## config.mk

```make
export PLATFORM = sky130hd
export DESIGN_NAME = gpio_bank_regif
export DESIGN_NICKNAME = d
export VERILOG_FILES = /design/src/rtl/gpio_rif_pkg.sv /design/src/rtl/gpio_rif_decode.sv /design/src/rtl/gpio_rif_bank.sv /design/src/rtl/gpio_rif_ctrl.sv /design/src/rtl/gpio_bank_regif.sv
export SDC_FILE = /design/constraint.sdc
export NUM_CORES = 2
export LEC_CHECK = 0
export ABC_AREA = 1
export BUFFER_PORTS_ARGS = -buffer_cell sky130_fd_sc_hd__buf_2
export CAP_MARGIN = 10
export CORE_ASPECT_RATIO = 1.75
export CORE_MARGIN = 2
export CORE_UTILIZATION = 55
export CTS_CLUSTER_SIZE = 30
export DETAILED_ROUTE_END_ITERATION = 10
export PLACE_DENSITY = 0.79
export RECOVER_POWER = 50
export SYNTH_ARGS = -nofsm -noshare
export SYNTH_HDL_FRONTEND = slang
export SYNTH_SLANG_ARGS = --single-unit
export TNS_END_PERCENT = 1
```

## constraint.sdc

```tcl
create_clock -name clk -period 4.4 [get_ports clk]
set_input_delay 0.22 -clock clk [delete_from_list [all_inputs] [get_ports clk]]
set_output_delay 0.22 -clock clk [all_outputs]
set_load 0.02 [all_outputs]
```

## src/rtl/gpio_rif_pkg.sv

```systemverilog
package gpio_rif_pkg;

    localparam int NBANK      = 4;
    localparam int BANK_IDX_W = $clog2(NBANK);
    localparam int ADDR_W     = 12;

    localparam logic [ADDR_W-1:0] RANGE_LIMIT   = 12'h200;
    localparam logic [ADDR_W-1:0] HIGH_BANK_OFS = 12'h100;
    localparam int                FAMILY_STRIDE = 12;
    localparam logic [ADDR_W-1:0] AF_LO_BASE    = 12'h054;
    localparam logic [ADDR_W-1:0] AF_HI_BASE    = 12'h058;
    localparam logic [31:0]       CLR_READ_WORD = 32'h0000_7A69;

    // Family order matters: index k has base FAMILY_STRIDE*k
    typedef enum logic [3:0] {
        K_NONE = 4'd0,
        K_LVL  = 4'd1,
        K_DIR  = 4'd2,
        K_SET  = 4'd3,
        K_CLR  = 4'd4,
        K_RISE = 4'd5,
        K_FALL = 4'd6,
        K_STAT = 4'd7,
        K_AFLO = 4'd8,
        K_AFHI = 4'd9,
        K_OOR  = 4'd10
    } reg_kind_e;

    typedef enum logic {
        ST_IDLE = 1'b0,
        ST_RESP = 1'b1
    } acc_state_e;

    typedef struct packed {
        reg_kind_e              kind;
        logic [BANK_IDX_W-1:0]  bank;
    } dec_t;

    // Offset of bank b within a register family
    function automatic logic [ADDR_W-1:0] family_offset(input int fam, input int b);
        logic [ADDR_W-1:0] base;
        base = ADDR_W'(FAMILY_STRIDE * fam);
        if (b == NBANK - 1)
            return base + HIGH_BANK_OFS;
        return base + ADDR_W'(4 * b);
    endfunction

    function automatic dec_t decode_offset(input logic [ADDR_W-1:0] ofs);
        dec_t r;
        r.kind = K_NONE;
        r.bank = '0;
        if (ofs >= RANGE_LIMIT) begin
            r.kind = K_OOR;
        end else begin
            for (int fam = 0; fam < 7; fam++) begin
                for (int b = 0; b < NBANK; b++) begin
                    if (ofs == family_offset(fam, b)) begin
                        r.kind = reg_kind_e'(4'(fam + 1));
                        r.bank = BANK_IDX_W'(b);
                    end
                end
            end
            for (int b = 0; b < NBANK; b++) begin
                if (ofs == AF_LO_BASE + ADDR_W'(8 * b)) begin
                    r.kind = K_AFLO;
                    r.bank = BANK_IDX_W'(b);
                end
                if (ofs == AF_HI_BASE + ADDR_W'(8 * b)) begin
                    r.kind = K_AFHI;
                    r.bank = BANK_IDX_W'(b);
                end
            end
        end
        return r;
    endfunction

endpackage

```

## src/rtl/gpio_rif_decode.sv

```systemverilog
module gpio_rif_decode
    import gpio_rif_pkg::*;
(
    input  logic [ADDR_W-1:0]      ofs,
    output reg_kind_e              kind,
    output logic [BANK_IDX_W-1:0]  bank,
    output logic [NBANK-1:0]       bank_sel,
    output logic                   edge_hit,
    output logic [1:0]             edge_code
);
    dec_t dec;

    always_comb begin
        dec  = decode_offset(ofs);
        kind = dec.kind;
        bank = dec.bank;
    end

    // One select per bank for the locally stored families
    for (genvar g = 0; g < NBANK; g++) begin : g_sel
        assign bank_sel[g] = (bank == BANK_IDX_W'(g)) &&
                             (kind inside {K_LVL, K_DIR, K_SET, K_CLR, K_AFLO, K_AFHI});
    end

    always_comb begin
        edge_hit  = 1'b0;
        edge_code = 2'd0;
        unique case (kind)
            K_RISE: begin edge_hit = 1'b1; edge_code = 2'd0; end
            K_FALL: begin edge_hit = 1'b1; edge_code = 2'd1; end
            K_STAT: begin edge_hit = 1'b1; edge_code = 2'd2; end
            default: begin edge_hit = 1'b0; edge_code = 2'd0; end
        endcase
    end

    always_comb begin
        AST_SEL_ONEHOT: assert ($onehot0(bank_sel) && !(edge_hit && |bank_sel));
    end

endmodule

```

## src/rtl/gpio_rif_bank.sv

```systemverilog
module gpio_rif_bank #(
    parameter int W = 32
) (
    input  logic         clk,
    input  logic         rst_n,
    input  logic         dir_we,
    input  logic         set_we,
    input  logic         clr_we,
    input  logic         aflo_we,
    input  logic         afhi_we,
    input  logic [W-1:0] wdata,
    input  logic [W-1:0] pin_in,
    output logic [W-1:0] dir_q,
    output logic [W-1:0] lat_q,
    output logic [W-1:0] aflo_q,
    output logic [W-1:0] afhi_q,
    output logic [W-1:0] shadow_q,
    output logic [W-1:0] level
);

    always_ff @(posedge clk) begin
        if (!rst_n) begin
            dir_q    <= '0;
            lat_q    <= '0;
            aflo_q   <= '0;
            afhi_q   <= '0;
            shadow_q <= '0;
        end else begin
            if (dir_we)  dir_q  <= wdata;
            if (aflo_we) aflo_q <= wdata;
            if (afhi_we) afhi_q <= wdata;
            if (set_we) begin
                lat_q    <= lat_q | wdata;
                shadow_q <= wdata;
            end else if (clr_we) begin
                lat_q    <= lat_q & ~wdata;
            end
        end
    end

    // Per-pin merge of driven and sampled levels
    assign level = (lat_q & dir_q) | (pin_in & ~dir_q);

    AST_SET_ONES: assert property (@(posedge clk) disable iff (!rst_n)
        set_we |=> ((lat_q & $past(wdata)) == $past(wdata)));
    AST_CLR_ZEROS: assert property (@(posedge clk) disable iff (!rst_n)
        clr_we |=> ((lat_q & $past(wdata)) == '0));
    AST_LAT_HOLD: assert property (@(posedge clk) disable iff (!rst_n)
        (!set_we && !clr_we) |=> $stable(lat_q));
    AST_AF_HOLD: assert property (@(posedge clk) disable iff (!rst_n)
        (!aflo_we && !afhi_we) |=> ($stable(aflo_q) && $stable(afhi_q)));

endmodule

```

## src/rtl/gpio_rif_ctrl.sv

```systemverilog
module gpio_rif_ctrl
    import gpio_rif_pkg::*;
#(
    parameter int DW = 32
) (
    input  logic          clk,
    input  logic          rst_n,
    input  logic          rd,
    input  logic          wr,
    input  reg_kind_e     kind,
    input  logic [DW-1:0] rmux,
    output logic [DW-1:0] rdata,
    output logic          rvalid,
    output logic          err,
    output logic          notify
);
    acc_state_e    state_q, state_d;
    logic          held_rd, held_err, held_note;
    logic [DW-1:0] held_data;
    logic          strobe;

    assign strobe = rd | wr;

    // Transitions: ACCEPT (IDLE->RESP), CHAIN (RESP->RESP), RETIRE (RESP->IDLE)
    always_comb begin
        state_d = state_q;
        unique case (state_q)
            ST_IDLE: state_d = strobe ? ST_RESP : ST_IDLE;
            ST_RESP: state_d = strobe ? ST_RESP : ST_IDLE;
            default: state_d = ST_IDLE;
        endcase
    end

    always_ff @(posedge clk) begin
        if (!rst_n) begin
            state_q   <= ST_IDLE;
            held_rd   <= 1'b0;
            held_err  <= 1'b0;
            held_note <= 1'b0;
            held_data <= '0;
        end else begin
            state_q <= state_d;
            if (strobe) begin
                held_rd   <= rd;
                held_err  <= (kind == K_NONE);
                held_note <= rd && (kind == K_LVL);
                held_data <= rd ? rmux : '0;
            end
        end
    end

    always_comb begin
        rdata  = '0;
        rvalid = 1'b0;
        err    = 1'b0;
        notify = 1'b0;
        unique case (state_q)
            ST_IDLE: ;
            ST_RESP: begin
                rvalid = held_rd;
                rdata  = held_rd ? held_data : '0;
                err    = held_err;
                notify = held_note;
            end
            default: ;
        endcase
    end

    AST_RVALID_NEXT: assert property (@(posedge clk) disable iff (!rst_n)
        rd |=> rvalid);
    AST_WRITE_NO_VALID: assert property (@(posedge clk) disable iff (!rst_n)
        wr |=> !rvalid);
    AST_ERR_ZERO_DATA: assert property (@(posedge clk) disable iff (!rst_n)
        (err && rvalid) |-> (rdata == '0));
    AST_ERR_ONE_CYCLE: assert property (@(posedge clk) disable iff (!rst_n)
        !strobe |=> !err);
    AST_NOTIFY_ON_READ: assert property (@(posedge clk) disable iff (!rst_n)
        notify |-> (rvalid && !err));

endmodule

```

## src/rtl/gpio_bank_regif.sv

```systemverilog
module gpio_bank_regif
    import gpio_rif_pkg::*;
#(
    parameter int BANK_W = 32,
    localparam int NPIN  = NBANK * BANK_W
) (
    input  logic              clk,
    input  logic              rst_n,
    input  logic              bus_rd,
    input  logic              bus_wr,
    input  logic [ADDR_W-1:0] bus_addr,
    input  logic [BANK_W-1:0] bus_wdata,
    output logic [BANK_W-1:0] bus_rdata,
    output logic              bus_rvalid,
    output logic              bus_err,
    output logic              lvl_read_pulse,
    input  logic [NPIN-1:0]   pad_in,
    output logic [NPIN-1:0]   pad_out,
    output logic [NPIN-1:0]   pad_oe,
    output logic              edge_rd,
    output logic              edge_wr,
    output logic [BANK_IDX_W-1:0] edge_bank,
    output logic [1:0]        edge_kind,
    output logic [BANK_W-1:0] edge_wdata,
    input  logic [BANK_W-1:0] edge_rdata
);
    reg_kind_e             kind;
    logic [BANK_IDX_W-1:0] bank;
    logic [NBANK-1:0]      bank_sel;
    logic                  edge_hit;
    logic [1:0]            edge_code;
    logic [BANK_W-1:0]     rmux;

    logic [BANK_W-1:0] dir_a    [NBANK];
    logic [BANK_W-1:0] lat_a    [NBANK];
    logic [BANK_W-1:0] aflo_a   [NBANK];
    logic [BANK_W-1:0] afhi_a   [NBANK];
    logic [BANK_W-1:0] shadow_a [NBANK];
    logic [BANK_W-1:0] level_a  [NBANK];

    gpio_rif_decode u_dec (
        .ofs       (bus_addr),
        .kind      (kind),
        .bank      (bank),
        .bank_sel  (bank_sel),
        .edge_hit  (edge_hit),
        .edge_code (edge_code)
    );

    for (genvar g = 0; g < NBANK; g++) begin : g_bank
        gpio_rif_bank #(.W(BANK_W)) u_bank (
            .clk      (clk),
            .rst_n    (rst_n),
            .dir_we   (bus_wr && bank_sel[g] && (kind == K_DIR)),
            .set_we   (bus_wr && bank_sel[g] && (kind == K_SET)),
            .clr_we   (bus_wr && bank_sel[g] && (kind == K_CLR)),
            .aflo_we  (bus_wr && bank_sel[g] && (kind == K_AFLO)),
            .afhi_we  (bus_wr && bank_sel[g] && (kind == K_AFHI)),
            .wdata    (bus_wdata),
            .pin_in   (pad_in[g*BANK_W +: BANK_W]),
            .dir_q    (dir_a[g]),
            .lat_q    (lat_a[g]),
            .aflo_q   (aflo_a[g]),
            .afhi_q   (afhi_a[g]),
            .shadow_q (shadow_a[g]),
            .level    (level_a[g])
        );
        assign pad_out[g*BANK_W +: BANK_W] = lat_a[g];
        assign pad_oe[g*BANK_W +: BANK_W]  = dir_a[g];
    end

    assign edge_rd    = bus_rd && edge_hit;
    assign edge_wr    = bus_wr && edge_hit;
    assign edge_bank  = bank;
    assign edge_kind  = edge_code;
    assign edge_wdata = bus_wdata;

    always_comb begin
        rmux = '0;
        unique case (kind)
            K_LVL:  rmux = level_a[bank];
            K_DIR:  rmux = dir_a[bank];
            K_SET:  rmux = shadow_a[bank];
            K_CLR:  rmux = BANK_W'(CLR_READ_WORD);
            K_RISE, K_FALL, K_STAT: rmux = edge_rdata;
            K_AFLO: rmux = aflo_a[bank];
            K_AFHI: rmux = afhi_a[bank];
            default: rmux = '0;
        endcase
    end

    gpio_rif_ctrl #(.DW(BANK_W)) u_ctrl (
        .clk    (clk),
        .rst_n  (rst_n),
        .rd     (bus_rd),
        .wr     (bus_wr),
        .kind   (kind),
        .rmux   (rmux),
        .rdata  (bus_rdata),
        .rvalid (bus_rvalid),
        .err    (bus_err),
        .notify (lvl_read_pulse)
    );

    AST_STROBE_EXCL: assert property (@(posedge clk) disable iff (!rst_n)
        !(bus_rd && bus_wr));
    AST_OOR_NO_WRITE: assert property (@(posedge clk) disable iff (!rst_n)
        (bus_wr && (bus_addr >= RANGE_LIMIT)) |=> ($stable(pad_out) && $stable(pad_oe)));
    AST_OOR_NO_ERR: assert property (@(posedge clk) disable iff (!rst_n)
        ((bus_rd || bus_wr) && (bus_addr >= RANGE_LIMIT)) |=> (!bus_err && (bus_rdata == '0)));
    AST_EDGE_NO_PAD: assert property (@(posedge clk) disable iff (!rst_n)
        edge_wr |=> ($stable(pad_out) && $stable(pad_oe)));

endmodule

```

* Word-level counts from Yosys, hierarchy flattened
Index checks and enable logic that the tools add are counted.
Cells by class: muxes and demuxes 86, reductions and logical operators 40, bitwise gates (word level) 27, order comparisons 2, equal/unequal tests 47
Operators with widths (number):
- $mux 32 | 21
- $and 32x32->32 | 12
- $bmux 32 s2 | 5
- $or 32x32->32 | 8
- $pmux 32 s7 | 1
- $not 32->32 | 5
- $eq 12x7->1 const B | 13
- $eq 12x6->1 const B | 8
- $eq 12x12->1 | 7
- $mux 12 | 7
- $mux 5 | 16
- $mux 9 | 7
- $eq 12x5->1 const B | 4
- $mux 6 | 8
- $mux 4 | 9
- $logic_and 1x1->1 | 31
- $eq 12x4->1 const B | 2
- $eq 4x3->1 const B | 4
- $eq 12x3->1 const B | 1
- $ge 12x10->1 const B | 1
- $logic_not 12->1 | 1
- $mux 3 | 4
- $eq 4x2->1 const B | 2
- $eq 4x4->1 const B | 2
- 14 further kinds | 23
Storage, ports and cells: logic and storage cells 227, input bits 208, register bits 676, output and inout port bits 329

* Depth between registers and ports, before layout
depth after elaboration 46, gate-level depth with buffers 25, depth with buffers taken out 22

* Cells and area by module
From an unflattened synthesis, not the netlist that was laid out.
Second synthesis, totals: cells, all modules 5646, area, all modules 34678.3 sq um
Modules (own cells, without submodules):
- gpio_rif_bank | instances 4, area each 5869.4 sq um, seq. area each 3203.1 sq um, cells an instance 785
- gpio_bank_regif | instances 1, area each 8871.0 sq um, seq. area each 0.0 sq um, cells an instance 2128
- gpio_rif_ctrl | instances 1, area each 1610.3 sq um, seq. area each 720.7 sq um, cells an instance 233
- gpio_rif_decode | instances 1, area each 719.4 sq um, seq. area each 0.0 sq um, cells an instance 145

* Worst setup path after synthesis
Ideal clock, no wire load.
path kind input port to output port, from in bus_addr[11], to out edge_rd, buffers on the path 1, path slack 1.808 ns, cell stages on the path 14, arrival time 2.372 ns, required time 4.180 ns, path through nor2_1 nand2_2 nor2_1 inv_1 nor2_1 a211oi_2 inv_2 nor2_1 nand3_2 inv_1 nor2_1 clkbuf_1 inv_1 nor2_1
Between the ends: cells in the longest elaborated chain, start to end 42, elaborated cells on any way between the ends 80, classes of those cells 1 x order compare; 38 x eq/ne; 38 x mux; 3 x reduce/logical
RTL lines:
- start, declared | line gpio_bank_regif.sv:11 | input logic [ADDR_W-1:0] bus_addr,
- $logic_not 12->1 | line gpio_rif_pkg.sv:57 | if (ofs == family_offset(fam, b)) begin
- $mux 3 (4 in series) | line gpio_rif_pkg.sv:57
- $mux 4 (8 in series) | line gpio_rif_pkg.sv:57
- $mux 5 (16 in series) | line gpio_rif_pkg.sv:57
- $mux 6 | line gpio_rif_pkg.sv:64 | if (ofs == AF_LO_BASE + ADDR_W'(8 * b)) begin
- $mux 6 | line gpio_rif_pkg.sv:68 | if (ofs == AF_HI_BASE + ADDR_W'(8 * b)) begin
- $mux 6 | line gpio_rif_pkg.sv:64
- $mux 6 | line gpio_rif_pkg.sv:68
- $mux 6 | line gpio_rif_pkg.sv:64
- $mux 6 | line gpio_rif_pkg.sv:68
- $mux 6 | line gpio_rif_pkg.sv:64
- $mux 6 | line gpio_rif_pkg.sv:68
- $mux 4 (*) | line gpio_rif_pkg.sv:52 | if (ofs >= RANGE_LIMIT) begin
- $eq 4x3->1 | line gpio_rif_decode.sv:28 | unique case (kind)
- $reduce_or 3->1 (no line) (*)
- $mux 1 (*) | line gpio_rif_decode.sv:28
- $logic_and 1x1->1 (*) | line gpio_bank_regif.sv:72 | assign edge_rd = bus_rd && edge_hit;
- end, declared | line gpio_bank_regif.sv:20 | output logic edge_rd,
Every way passes the cells marked *; elsewhere a longest branch is shown, timed or not.

==> flow_summary.toml <==
[run_status]
outcome = "finished with violations"
violations = "capacitance limit, slew limit"

[power]
p_per_area_nw_per_um2 = 334
total_leakage_power_uw = 0.0151
vdd_drop_max_v = 0.000312
p_int_uw = 9670
switchingPower_uw = 3010
p_seq_share_pct = 48.3
power_frac_comb_pct = 4.9
clockPowerShare_pct = 46.9
switching_share_pct = 23.8

[cts]
cts_tree = "built"
insertion_delay_ps = 650
cts_made_buffers = 59
clk_root_buffer_cell = "clkbuf_16"
path_clk_slew_ps = 70
cts_setup_buffers = 0
h-tree-depth = 2
cts_sinks = 676
cts_buffer_depth = 3
ctsResizeCount = 0
cts_hold_buf = 1

[yosys]
synth_area_sq_um = 33300
synth_fp_nets = 5399
synth-seq-cells = 676
yosys_warnings = 0
syn_area_per_cell_sq_um = 6.42
synthCells = 5191
ys_seq_area_share_pct = 40.6
synth_cell_types = 28

[worst_setup_path]
reg2reg_from = "g_bank[1].u_bank.dir_q[15]$_SDFFE_PN0P_"
path_cells = "clkbuf_2 -> inv_8 -> clkbuf_1 -> a21oi_1"
cp-end-kind = "flip-flop"
crit_fanout = 160
startpoint_type = "input port"
cp-startpoint = "rst_n"
worstPathArrival_ps = 4330
r2r-end = "u_ctrl.held_data[15]$_SDFFE_PN0P_"
slowest_delay_ps = 1460
reg2reg_slack_ps = 2490
crit_path_top_delay_cell = "inv_8"
ff2ff_path_depth = 10
crit_required_ps = 4880
path_class = "in2reg"

[detailed_routing]
postRouteAntennaNets = 0
routed_wl_mm = 140
drc = 0
drtIter0Drc = 3921
routed_via_density = 5.86
vias = 37000
dr.pass1.iters = 6
post_drt_wl_per_cell_microns = 22.1

[timing]
hold_viol = 0
max_freq_mhz = 260
drv_slew = 160
slew_headroom_pct = -96.1
final.setup_skew_ps = 27.4
max_slew.worst_pin.slew_ps = 2940
final-setup-viol-count = 0
min_period_ps = 3850
tns_ps = 0
period_share_pct = 87.5
rsz0062_at_grt = "false"

[floorplan]
start_util_pct = 55.6
die_w_microns = 190
rows = 119
core_area_sq_um = 60000
die_h_microns = 330
dieArea_sq_um = 62700
pin_count = 537

[min_path]
min_from = "bus_addr[9]"
worstHoldPathType = "in2reg"

[global_route]
grt_max_degree = 228
grt_overflow_total = 0
grt_pass1_wl_mm = 205
first_global_vias = 34400
antenna_found_initial = 9
groute.usage.overall_pct = 43.3

[placement]
dp_hpwl_mm = 92.1
gp_congestion = 0.954
dp_cells = 6197
io_buffers = 536
place_area_sq_um = 36200

[finish]
areaGrowthSynthToFinish_pct = 13.9
drive_above_1_share_pct = 8.06
instances_no_fill = 6316
fin_nets = 5681
finalInstanceArea_sq_um = 38000

[flow_run]
cap_violations = 1
[cell families after synthesis]
| kind of cell | share of synthesized area (%) |
|---|---|
| AOI/OAI and AO/OA | 20.1 |
| DFF | 40.6 |
| buffers and inverters | 11.0 |
| and+or+nand+nor | 26.4 |
| muxes | 1.92 |
[worst max-delay path, delay by kind of cell]
family                 cells  cell delay [ps]
AO/OA/AOI/OAI              1              100
buffers and inverters      3             3680
[worst min-delay path by stage]
| stage | endpoint | slack [ps] | depth (start not counted) |
|---|---|---|---|
| 6_report | u_ctrl.held_err$_SDFFE_PN0P_ | 20 | 4 |
| 5_1_grt | u_ctrl.held_err$_SDFFE_PN0P_ | 30 | 4 |
| 4_1_cts | u_ctrl.held_err$_SDFFE_PN0P_ | 6 | 4 |
| 3_5_place_dp | g_bank[1].u_bank.aflo_q[30]$_SDFFE_PN0P_ | 440 | 2 |
| 3_3_place_gp | g_bank[1].u_bank.afhi_q[14]$_SDFFE_PN0P_ | 430 | 2 |
| 2_1_floorplan | u_ctrl.held_rd$_SDFFE_PN0P_ | 390 | 3 |
[cell usage in the layout (no fill, tap or decap), types with 13 or more instances in the layout]
cell	synthesis	final
nor2_1	207	207
inv_2	16	13
buf_12	0	22
nand3_1	281	280
clkbuf_1	236	334
o21ai_1	22	21
inv_1	494	494
a21oi_1	749	749
buf_2	96	211
nand2_1	1679	1678
clkbuf_16	0	59
bufinv_16	0	13
dfxtp_1	676	676
mux2i_1	64	64
o21ai_0	556	557
buf_4	35	53
[power by group through the flow]
stage | logic, uW | registers (uW) | clock network (uW)
after global routing | 664 | 6120 | 6160
after global placement | 595 | 6260 | 0
after detailed placement | 598 | 6260 | 0
after floorplan | 333 | 6260 | 0
final | 619 | 6120 | 5940
after CTS | 602 | 6120 | 5920
[metal layers]
| metal | part of all wire, % | track usage, % | vias up | wire, microns |
|---|---|---|---|---|
| li1 | - | - | 17100 | - |
| met1 | 32 | 45.0 | 16700 | 45000 |
| met2 | 44 | 68.9 | 2344 | 62100 |
| met3 | 11 | 12.5 | 834 | 16000 |
| met4 | 12 | 42.6 | 10 | 16500 |
| met5 | 0.048 | 0 | - | 67 |
[layout make-up]
type | instances | area [sq um]
fillers | 5806 | 22000
multi-input cells | 3603 | 16100
flip-flops and latches | 676 | 13500
repair buffers | 621 | 3160
inverters | 512 | 1940
clock buffers | 71 | 1600
well taps | 786 | 983
clock inverters | 41 | 587
diodes | 6 | 15.0
[per-stage QoR]
stage                     utilization, %  setup slack [ps]  power, uW  hold WS [ps]
after floorplan                        -              1810       6590           391
after global placement              60.4               382       6860           432
after detailed placement            60.4               421       6860           436
after CTS                           64.1               996      12600          6.49
after global routing                63.3               302      12900          28.0
final                               63.3               552      12700          18.0
[cells in the mapped netlist]
cell      instances  area (sq um)
nor3_1            3          15.0
nor2_1          207           777
clkinv_1          2          7.51
nor2_4            6          67.6
a221oi_2          1          15.0
a21boi_2          1          11.3
inv_1           494          1850
buf_2            96           480
buf_1            33           124
nor4_1            1          6.26
inv_2            16          60.1
clkbuf_1        236           886
nand2_4           2          22.5
nor2_2            5          31.3
nand4_1          11          68.8
nand3_1         281          1410
o21ai_0         556          2780
nor3_2            2          20.0
o21ai_1          22           110
nand2_1        1679          6300
a211oi_2          1          12.5
buf_4            35           263
nand3_2           3          30.0
a21oi_1         749          3750
mux2i_1          64           641
o31ai_1           1          7.51
nand2_2           8          50.1
dfxtp_1         676         13500
No activity file was read; power rests on OpenSTA's default activity.
